File: src/rtl/sp_pkg.sv
`timescale 1ns/1ps
package sp_pkg;
  localparam int CTL_W = 8;
  localparam int B_SM0 = 7;
  localparam int B_SM1 = 6;
  localparam int B_SM2 = 5;
  localparam int B_REN = 4;
  localparam int B_TB8 = 3;
  localparam int B_RB8 = 2;
  localparam int B_TI  = 1;
  localparam int B_RI  = 0;

  typedef enum logic [1:0] {
    MD_SHIFT      = 2'b00,
    MD_ASYNC8     = 2'b01,
    MD_ASYNC9_FIX = 2'b10,
    MD_ASYNC9_VAR = 2'b11
  } sp_mode_e;

  function automatic logic is_nine(sp_mode_e m);
    return (m == MD_ASYNC9_FIX) || (m == MD_ASYNC9_VAR);
  endfunction
endpackage

File: src/rtl/sp_tick.sv
`timescale 1ns/1ps
module sp_tick import sp_pkg::*; #(
  parameter int FIX_DIV = 2
) (
  input  logic     clk,
  input  logic     rst,
  input  sp_mode_e mode,
  input  logic     ext_tick,
  output logic     tick
);
  localparam int DVW = (FIX_DIV > 1) ? $clog2(FIX_DIV) : 1;
  logic [DVW-1:0] div;

  always_ff @(posedge clk) begin
    if (rst) begin
      div  <= '0;
      tick <= 1'b0;
    end else begin
      if (div == DVW'(FIX_DIV-1)) div <= '0;
      else                        div <= div + 1'b1;
      tick <= (mode == MD_ASYNC9_FIX) ? (div == DVW'(FIX_DIV-1)) : ext_tick;
    end
  end
endmodule

File: src/rtl/sp_tx.sv
`timescale 1ns/1ps
module sp_tx import sp_pkg::*; #(
  parameter int DW  = 8,
  parameter int OVS = 16
) (
  input  logic          clk,
  input  logic          rst,
  input  sp_mode_e      mode,
  input  logic          tick,
  input  logic          start,
  input  logic [DW-1:0] data,
  input  logic          bit9,
  input  logic          rxd_s,
  output logic          busy,
  output logic          done,
  output logic          m0,
  output logic [DW-1:0] m0_byte,
  output logic          txd,
  output logic          sck
);
  localparam int FW = DW + 3;
  localparam int CW = $clog2(OVS);
  localparam int NW = $clog2(FW + 1);

  logic [FW-1:0] sh;
  logic [CW-1:0] tcnt;
  logic [NW-1:0] left;
  logic          step;

  assign step = m0 ? 1'b1 : tick;

  always_ff @(posedge clk) begin
    if (rst) begin
      sh      <= '1;
      tcnt    <= '0;
      left    <= '0;
      busy    <= 1'b0;
      done    <= 1'b0;
      m0      <= 1'b0;
      m0_byte <= '0;
    end else begin
      done <= 1'b0;
      if (!busy) begin
        if (start) begin
          busy <= 1'b1;
          tcnt <= '0;
          m0   <= (mode == MD_SHIFT);
          if (mode == MD_SHIFT) begin
            sh   <= {{3{1'b1}}, data};
            left <= NW'(DW);
          end else if (is_nine(mode)) begin
            sh   <= {1'b1, bit9, data, 1'b0};
            left <= NW'(DW + 3);
          end else begin
            sh   <= {2'b11, data, 1'b0};
            left <= NW'(DW + 2);
          end
        end
      end else if (step) begin
        if (m0 && tcnt == CW'(OVS/2 - 1))
          m0_byte <= {rxd_s, m0_byte[DW-1:1]};
        if (tcnt == CW'(OVS - 1)) begin
          tcnt <= '0;
          sh   <= {1'b1, sh[FW-1:1]};
          left <= left - 1'b1;
          if (left == NW'(1)) begin
            busy <= 1'b0;
            done <= 1'b1;
          end
        end else begin
          tcnt <= tcnt + 1'b1;
        end
      end
    end
  end

  assign txd = sh[0];
  assign sck = ~(busy && m0 && (tcnt < CW'(OVS/2)));
endmodule

File: src/rtl/sp_rx.sv
`timescale 1ns/1ps
module sp_rx import sp_pkg::*; #(
  parameter int DW  = 8,
  parameter int OVS = 16
) (
  input  logic          clk,
  input  logic          rst,
  input  logic          en,
  input  logic          nine,
  input  logic          tick,
  input  logic          rxd_s,
  output logic          idle,
  output logic          done,
  output logic [DW-1:0] rx_byte,
  output logic          ninth,
  output logic          stop_ok
);
  localparam int CW = $clog2(OVS);
  localparam int NW = $clog2(DW + 2);

  typedef enum logic [1:0] {S_IDLE, S_START, S_DATA, S_STOP} st_e;
  st_e           st;
  logic [CW-1:0] tcnt;
  logic [NW-1:0] cnt;
  logic [DW:0]   sh;

  always_ff @(posedge clk) begin
    if (rst) begin
      st      <= S_IDLE;
      tcnt    <= '0;
      cnt     <= '0;
      sh      <= '0;
      done    <= 1'b0;
      rx_byte <= '0;
      ninth   <= 1'b0;
      stop_ok <= 1'b0;
    end else begin
      done <= 1'b0;
      if (!en) begin
        st <= S_IDLE;
      end else if (tick) begin
        case (st)
          S_IDLE: if (!rxd_s) begin
            st   <= S_START;
            tcnt <= '0;
          end
          S_START: if (tcnt == CW'(OVS/2 - 1)) begin
            tcnt <= '0;
            cnt  <= '0;
            st   <= rxd_s ? S_IDLE : S_DATA;
          end else tcnt <= tcnt + 1'b1;
          S_DATA: if (tcnt == CW'(OVS - 1)) begin
            tcnt <= '0;
            sh   <= {rxd_s, sh[DW:1]};
            cnt  <= cnt + 1'b1;
            if (cnt == (nine ? NW'(DW) : NW'(DW - 1))) st <= S_STOP;
          end else tcnt <= tcnt + 1'b1;
          S_STOP: if (tcnt == CW'(OVS - 1)) begin
            st      <= S_IDLE;
            done    <= 1'b1;
            stop_ok <= rxd_s;
            rx_byte <= nine ? sh[DW-1:0] : sh[DW:1];
            ninth   <= sh[DW];
          end else tcnt <= tcnt + 1'b1;
          default: st <= S_IDLE;
        endcase
      end
    end
  end

  assign idle = (st == S_IDLE);
endmodule

File: src/rtl/mserial_port.sv
`timescale 1ns/1ps
module mserial_port import sp_pkg::*; #(
  parameter int DATA_W  = 8,
  parameter int OVS     = 16,
  parameter int FIX_DIV = 2
) (
  input  logic              clk,
  input  logic              rst,
  input  logic              ctl_wr,
  input  logic [CTL_W-1:0]  ctl_wdata,
  output logic [CTL_W-1:0]  ctl_q,
  input  logic              tx_wr,
  input  logic [DATA_W-1:0] tx_data,
  output logic [DATA_W-1:0] rx_data,
  input  logic              baud_tick,
  input  logic              rxd,
  output logic              txd,
  output logic              sck
);
  sp_mode_e          mode;
  logic              sm2, ren, tb8;
  logic              rxd_m, rxd_s, tick;
  logic              tx_busy, tx_done, tx_m0;
  logic [DATA_W-1:0] m0_byte;
  logic              rx_idle, rx_done, rx_ninth, rx_stop;
  logic [DATA_W-1:0] rx_byte;
  logic              accept, rb8_new;

  assign mode = sp_mode_e'(ctl_q[B_SM0:B_SM1]);
  assign sm2  = ctl_q[B_SM2];
  assign ren  = ctl_q[B_REN];
  assign tb8  = ctl_q[B_TB8];

  always_ff @(posedge clk) begin
    if (rst) begin
      rxd_m <= 1'b1;
      rxd_s <= 1'b1;
    end else begin
      rxd_m <= rxd;
      rxd_s <= rxd_m;
    end
  end

  sp_tick #(.FIX_DIV(FIX_DIV)) u_tick (
    .clk(clk), .rst(rst), .mode(mode), .ext_tick(baud_tick), .tick(tick)
  );

  sp_tx #(.DW(DATA_W), .OVS(OVS)) u_tx (
    .clk(clk), .rst(rst), .mode(mode), .tick(tick), .start(tx_wr),
    .data(tx_data), .bit9(tb8), .rxd_s(rxd_s), .busy(tx_busy),
    .done(tx_done), .m0(tx_m0), .m0_byte(m0_byte), .txd(txd), .sck(sck)
  );

  sp_rx #(.DW(DATA_W), .OVS(OVS)) u_rx (
    .clk(clk), .rst(rst), .en(ren && (mode != MD_SHIFT)), .nine(is_nine(mode)),
    .tick(tick), .rxd_s(rxd_s), .idle(rx_idle), .done(rx_done),
    .rx_byte(rx_byte), .ninth(rx_ninth), .stop_ok(rx_stop)
  );

  assign rb8_new = is_nine(mode) ? rx_ninth : rx_stop;
  assign accept  = !sm2 || rb8_new;

  always_ff @(posedge clk) begin
    if (rst) begin
      ctl_q   <= '0;
      rx_data <= '0;
    end else begin
      if (ctl_wr) ctl_q <= ctl_wdata;
      if (tx_done) begin
        ctl_q[B_TI] <= 1'b1;
        if (tx_m0 && ren) begin
          ctl_q[B_RI] <= 1'b1;
          rx_data     <= m0_byte;
        end
      end
      if (rx_done && accept) begin
        ctl_q[B_RI]  <= 1'b1;
        ctl_q[B_RB8] <= rb8_new;
        rx_data      <= rx_byte;
      end
    end
  end
endmodule

File: config.mk
export PLATFORM = sky130hd
export DESIGN_NAME = mserial_port
export DESIGN_NICKNAME = d
export VERILOG_FILES = /design/src/rtl/sp_pkg.sv /design/src/rtl/sp_tick.sv /design/src/rtl/sp_tx.sv /design/src/rtl/sp_rx.sv /design/src/rtl/mserial_port.sv
export SDC_FILE = /design/constraint.sdc
export NUM_CORES = 1
export LEC_CHECK = 0
export BUFFER_PORTS_ARGS = -buffer_cell sky130_fd_sc_hd__buf_2
export CAP_MARGIN = 0
export CORE_MARGIN = 5
export CORE_UTILIZATION = 63
export CTS_CLUSTER_DIAMETER = 120
export DETAILED_ROUTE_END_ITERATION = 16
export PLACE_DENSITY = 0.92
export SLEW_MARGIN = 20
export SYNTH_ARGS = -nofsm -noshare
export SYNTH_HDL_FRONTEND = slang
export SYNTH_SLANG_ARGS = --single-unit
File: constraint.sdc
create_clock -name clk -period 4.6 [get_ports clk]
set_clock_uncertainty 0.05 [all_clocks]
set_input_delay 0 -clock clk [delete_from_list [all_inputs] [get_ports clk]]
set_output_delay 0 -clock clk [all_outputs]
set_load 0.01 [all_outputs]
# ---- Yosys cells after proc, flatten, opt, wreduce, memory -nomap -nowiden
# Cells that the tools add are included.
dict set report word_totals {
  reg_bits 80
  latch_bits 0
  ram_bits 0
  mem_bits_ro 0
  inputBits 22
  out_inout_bits 18
  wordCells 139
  n_memories 0
}
dict set report classes {
  addsub 5
  n_mul 0
  div_mod_pow 0
  magnitude_cmp 1
  eq_ne 19
  shifts 0
  mux 51
  n_bitwise 7
  n_reduce_logical 32
}
# operator n
set ops {}
lappend ops {{$mux 4} 16}
lappend ops {{$mux 11} 5}
lappend ops {{$mux 8} 4}
lappend ops {{$pmux 4 s4} 1}
lappend ops {{$mux 1} 14}
lappend ops {{$mux 2} 7}
lappend ops {{$reduce_bool 2->1} 7}
lappend ops {{$add 4x1->4 const B} 3}
lappend ops {{$reduce_and 4->1} 3}
lappend ops {{$mux 10} 1}
lappend ops {{$eq 2x2->1 const B} 4}
lappend ops {{$eq 4x3->1 const B} 2}
lappend ops {{$eq 4x4->1 const B} 2}
lappend ops {{$ne 2x1->1 const B} 4}
lappend ops {{$ne 2x2->1 const B} 4}
lappend ops {{$pmux 2 s4} 1}
lappend ops {{$pmux 4 s2} 1}
lappend ops {{$reduce_or 4->1} 2}
lappend ops {{$not 1->1} 7}
lappend ops {{$logic_and 1x1->1} 6}
lappend ops {{$reduce_and 2->1} 3}
lappend ops {{$reduce_and 3->1} 2}
lappend ops {{$reduce_and 6->1} 1}
lappend ops {{$reduce_and 5->1} 1}
lappend ops {{other kinds (11)} 14}

# ---- Depth between registers and ports, before layout
dict set report depth {
  ltp_word 7
  ltp_mapped 8
  mapped_depth_nobuf 6
}

# ---- Modules after synthesis
# Synthesis repeated with hierarchy kept, for this count alone.
dict set report hier_totals {
  hier_cells 397
  area_unflattened_um2 3729.8
}
# module instances cells_each area_each_um2 seq_area_each_um2
set by_module_without_submodules {}
lappend by_module_without_submodules {sp_rx 1 159 1442.6 600.6}
lappend by_module_without_submodules {sp_tx 1 147 1386.3 580.6}
lappend by_module_without_submodules {mserial_port 1 84 828.3 360.3}
lappend by_module_without_submodules {sp_tick 1 7 72.6 40.0}

# ---- Worst setup path before layout
# No wires, ideal clock.
dict set report synth_timing {
  kind {reg-to-reg}
  startpoint {register u_rx.st[0]}
  endpoint {register u_rx.st[0]}
  setup_time_ns 0.116
  arrival_ns 1.688
  required_time_ns 4.434
  slack_ns 2.745
  stages_incl_launch_ff 8
  n_path_buf 1
  period_less_slack_ns 1.855
  path_cell_list {dfxtp_1 > inv_1 > ha_1 > buf_4 > nor3_4 > a211oi_2 > or4_1 > o211a_1}
}
dict set report synth_between {
  elab_chain_len 3
  word_cells_on_any_way 11
  classes_between {eq/ne: 8; mux: 1; reduce/logical: 2}
}
# element line
set synth_rtl {}
lappend synth_rtl {{start, declared} sp_rx.sv:22} ;# st_e st;
lappend synth_rtl {{start signal, assigned} sp_rx.sv:50} ;# st <= rxd_s ? S_IDLE : S_DATA;
lappend synth_rtl {{$eq 2x2->1 (tied with other cells)} sp_rx.sv:42} ;# case (st)
lappend synth_rtl {{$ne 2x1->1 (no line) / $ne 2x2->1 (equally long branches)} n/a}
lappend synth_rtl {{$reduce_and 6->1 (no line)} n/a}
# Several ways; a longest one is shown, not always the timed one.
# A chain may end at the register's enable or synchronous reset.

# ---- Final worst setup path
dict set report layout_timing {
  startpoint {register ctl_q[7]}
  endpoint {register u_rx.cnt[3]}
}
dict set report layout_between {
  elab_chain_len 3
}
# element line
set layout_rtl {}
lappend layout_rtl {{start, declared} mserial_port.sv:11} ;# output logic [CTL_W-1:0] ctl_q,
lappend layout_rtl {{start signal, assigned} mserial_port.sv:68} ;# if (ctl_wr) ctl_q <= ctl_wdata;
lappend layout_rtl {{start signal, assigned by index} mserial_port.sv:78} ;# ctl_q[B_RB8] <= rb8_new;
lappend layout_rtl {{$reduce_bool 2->1} mserial_port.sv:55} ;# .clk(clk), .rst(rst), .en(ren && (mode != MD_SHIFT)), .nine(is_nine(mode)),
lappend layout_rtl {{$logic_and 1x1->1} mserial_port.sv:55}
lappend layout_rtl {{$reduce_and 5->1 (no line)} n/a}
lappend layout_rtl {{end signal, assigned} sp_rx.sv:55} ;# cnt <= cnt + 1'b1;
lappend layout_rtl {{end, declared} sp_rx.sv:24} ;# logic [NW-1:0] cnt;
# Every way passes these cells.

==> flow_summary.yaml <==
grt:
  grt_pass1_wl_mm: 13.8
  grt_overflow: 0
  grt_usage: 0.232
  antenna_found_initial: 0
  grt_max_degree: 64
  grt_pass1_vias: 2877
timing:
  finalCriticalPeriod_ps: 2730
  tightest_slew_ps: 1060
  holdWs_ps: -4.07
  finalSetupViolCount: 0
  fmax_mhz: 366
  fin_ws_ps: 1870
  rsz0062_at_grt: "false"
  final_hold_viol_count: 1
  maxSlewViolCount: 0
  fin_crit_sh: 0.593
  slew_headroom: 0.291
  tns_ps: 0
clocking:
  post_cts_resized: 0
  clk_pin_slew_ps: 80
  cts_htree_levels: 3
  cts_root_buf: "clkbuf_8"
  clockBufferDepth: 2
  post_cts_buffers: 0
  cts.sinks: 79
  cts_tree: "built"
  insertion_delay_ps: 370
  cts_inserted_buffers: 9
power_and_ir_drop:
  cellPowerDensity_nw_per_um2: 353
  p_total_mw: 1.48
  leakage_nw: 1.70
  ir_drop_uv: 272
drt:
  dr.pass1.iters: 5
  wl_mm: 8.05
  drc: 0
  viasPerCell: 5.95
  wl_per_cell_um: 16.4
  ant_nets: 0
  drtIter0Drc: 297
  vias: 2916
die:
  fp.dieArea_um2: 7460
  start_util: 0.659
  die_h_um: 86.3
  die_x_um: 86.3
  core_area_um2: 5570
  num_io_pins: 40
  rows: 27
worst_hold_path:
  min_from: "tx_data[7]"
  whs_endpoint: "u_tx.sh[8]"
  hp-class: "primary input to register"
  holdPathStages: 4
setup_path:
  path_cells: "o211ai_2 > nor2_1 > nand3_1 > o31ai_1"
  r2r_cells: 4
  crit_path_start_kind: "register"
  timing.rr.start: "ctl_q[7]"
  worstSetupPathType: "register to register"
  crit_slowest_cell: "dfxtp_1"
  r2r-end: "u_rx.cnt[3]"
  critical_path.max_fanout: 19
  startpoint: "ctl_q[7]"
  endpoint_kind: "register"
  required_ps: 4820
  max_stage_delay_ps: 910
  arrival_ps: 2950
  rrSetupSlack_ps: 1870
logic_synthesis:
  syn-num-nets: 406
  yosys.area_share.simple: 0.163
  avgSynthCellArea_um2: 9.82
  ys_seq_area_frac: 0.431
  synth_top_flop_cell: "dfxtp_1"
  async_flop_share: 0
  synth_top_family_by_area: "multiplexers"
  ys_ff_latch: 79
  synth_edf_count: 0
  syn_inst: 374
  synthDistinctLibCells: 59
  synthAdderAreaFrac: 0.0341
  synth_area_um2: 3670
  synth_compound_area_frac: 0.153
  yosysWarnings: 0
  synth_xor_area_frac: 0.00954
  synthMuxAreaShare: 0.165
cells_and_area:
  area_delta_synth_final_pct: 14.1
  antenna_cells: 0
  n_fill_cell: 390
  post-route-cell-area_um2: 4190
  fin_util: 0.752
  nets: 445
  layout-drive-gt1-share: 0.191
status:
  violations: "negative hold slack"
  status: "complete, but fails checks"
placement:
  port_buffers: 39
  pre_cts_slack_ps: 1970
  place.detailed.hpwl_mm: 5.36
  placed_area_um2: 3840
  routabilityCongestion: 0.895
job:
  maxCapViolations: 0
==> cells in the mapped netlist (all sizes together), types with 2 or more instances <==
cell type | count | area share
or3 | 3 | 0.0051
a2bb2oi | 10 | 0.024
mux2i | 51 | 0.14
o2bb2ai | 2 | 0.0048
a211oi | 22 | 0.049
mux2 | 8 | 0.026
nand4 | 4 | 0.0068
or2 | 3 | 0.0051
xnor2 | 2 | 0.0048
o21ai | 11 | 0.018
o31ai | 2 | 0.0041
a21oi | 11 | 0.015
nor2 | 53 | 0.058
inv | 10 | 0.010
dfxtp | 79 | 0.43
xor2 | 2 | 0.0048
nor3b | 2 | 0.0055
o311ai | 2 | 0.0048
buf | 14 | 0.026
clkbuf | 8 | 0.0089
nand2 | 17 | 0.017
ha | 10 | 0.034
a31oi | 2 | 0.0034
nor2b | 3 | 0.0051
nand3 | 11 | 0.016
o211a | 2 | 0.0055
nand3b | 2 | 0.0041
and3 | 2 | 0.0034
nor3 | 8 | 0.014
o211ai | 2 | 0.0068
==> kinds of logic after synthesis <==
group | count (synthesis)
flops | 79
buf+inv | 32
compound gates | 73
mux | 59
xor+xnor | 4
simple gates | 117
fa+ha+maj | 10
==> worst max-delay path: cells and delay by family, from the launching register on <==
kind	cells	cell delay, ps
simple gates	2	1090
compound gates	2	580
flops	1	910
==> placed cells by master, fill, tap and decap left out, drive strengths merged, types with 4 or more instances in the layout <==
cell type	Yosys	layout
a211oi	22	22
a21oi	11	11
a2bb2oi	10	10
buf	14	40
clkbuf	8	9
dfxtp	79	79
dlygate4sd3	0	10
ha	10	10
inv	10	13
mux2	8	8
mux2i	51	51
nand2	17	17
nand3	11	11
nand4	4	4
nor2	53	53
nor3	8	8
o21ai	11	11
==> worst max path at each step <==
stage,endpoint,slack [ps],depth (start not counted)
global placement,u_rx.cnt[3],2110,4
floorplan,u_rx.st[0],2750,7
CTS,u_rx.cnt[3],1870,4
detailed placement,u_rx.cnt[3],1970,4
global route,u_rx.cnt[3],1650,4
finish,u_rx.cnt[3],1870,4
==> metal layers <==
metal,wire length [um],vias to the layer above,global-route usage
li1,-,1438,-
met5,0,-,0
met4,128,0,0.0850
met1,3550,1361,0.304
met3,525,17,0.0580
met2,3840,100,0.372
==> cell type report <==
type	count	area (um2)	share of cell area
clock buffer	9	124	0.0296
clock inverter	7	126	0.0302
inverter	10	37.5	0.00896
multi-input combinational	263	1930	0.460
sequential	79	1580	0.378
tap	72	90.1	0.0215
timing repair buffer	50	303	0.0723
==> metrics by stage <==
step	std cells	hold slack, ps
floorplan	374	53.8
global placement	464	136
detailed placement	464	146
CTS	490	4.91
global route	490	35.8
finish	490	-4.07
==> power breakdown <==
part | internal [mW] | leakage (nW) | switching, mW
clock | 0.368 | 0.122 | 0.275
combinational | 0.0553 | 0.934 | 0.0567
sequential | 0.701 | 0.642 | 0.0206
==> sequential cells by signal (all words and copies together) (netlist names), 4 cells and up, named ones only <==
name and count:
u_rx.sh 9, ctl_q 8, u_rx.cnt 4, u_tx.left 4, u_rx.rx_byte 8, u_tx.m0_byte 8
u_rx.tcnt 4, u_tx.tcnt 4, u_tx.sh 10, rx_data 8
==> what timing repair did <==
action / 4_1_cts / 5_1_grt
setup endpoints to repair: 0 / 0
hold buffers: 10 / 0
endpoints found under the hold margin: 10 / 0
No activity file was read; power rests on OpenSTA's default activity.
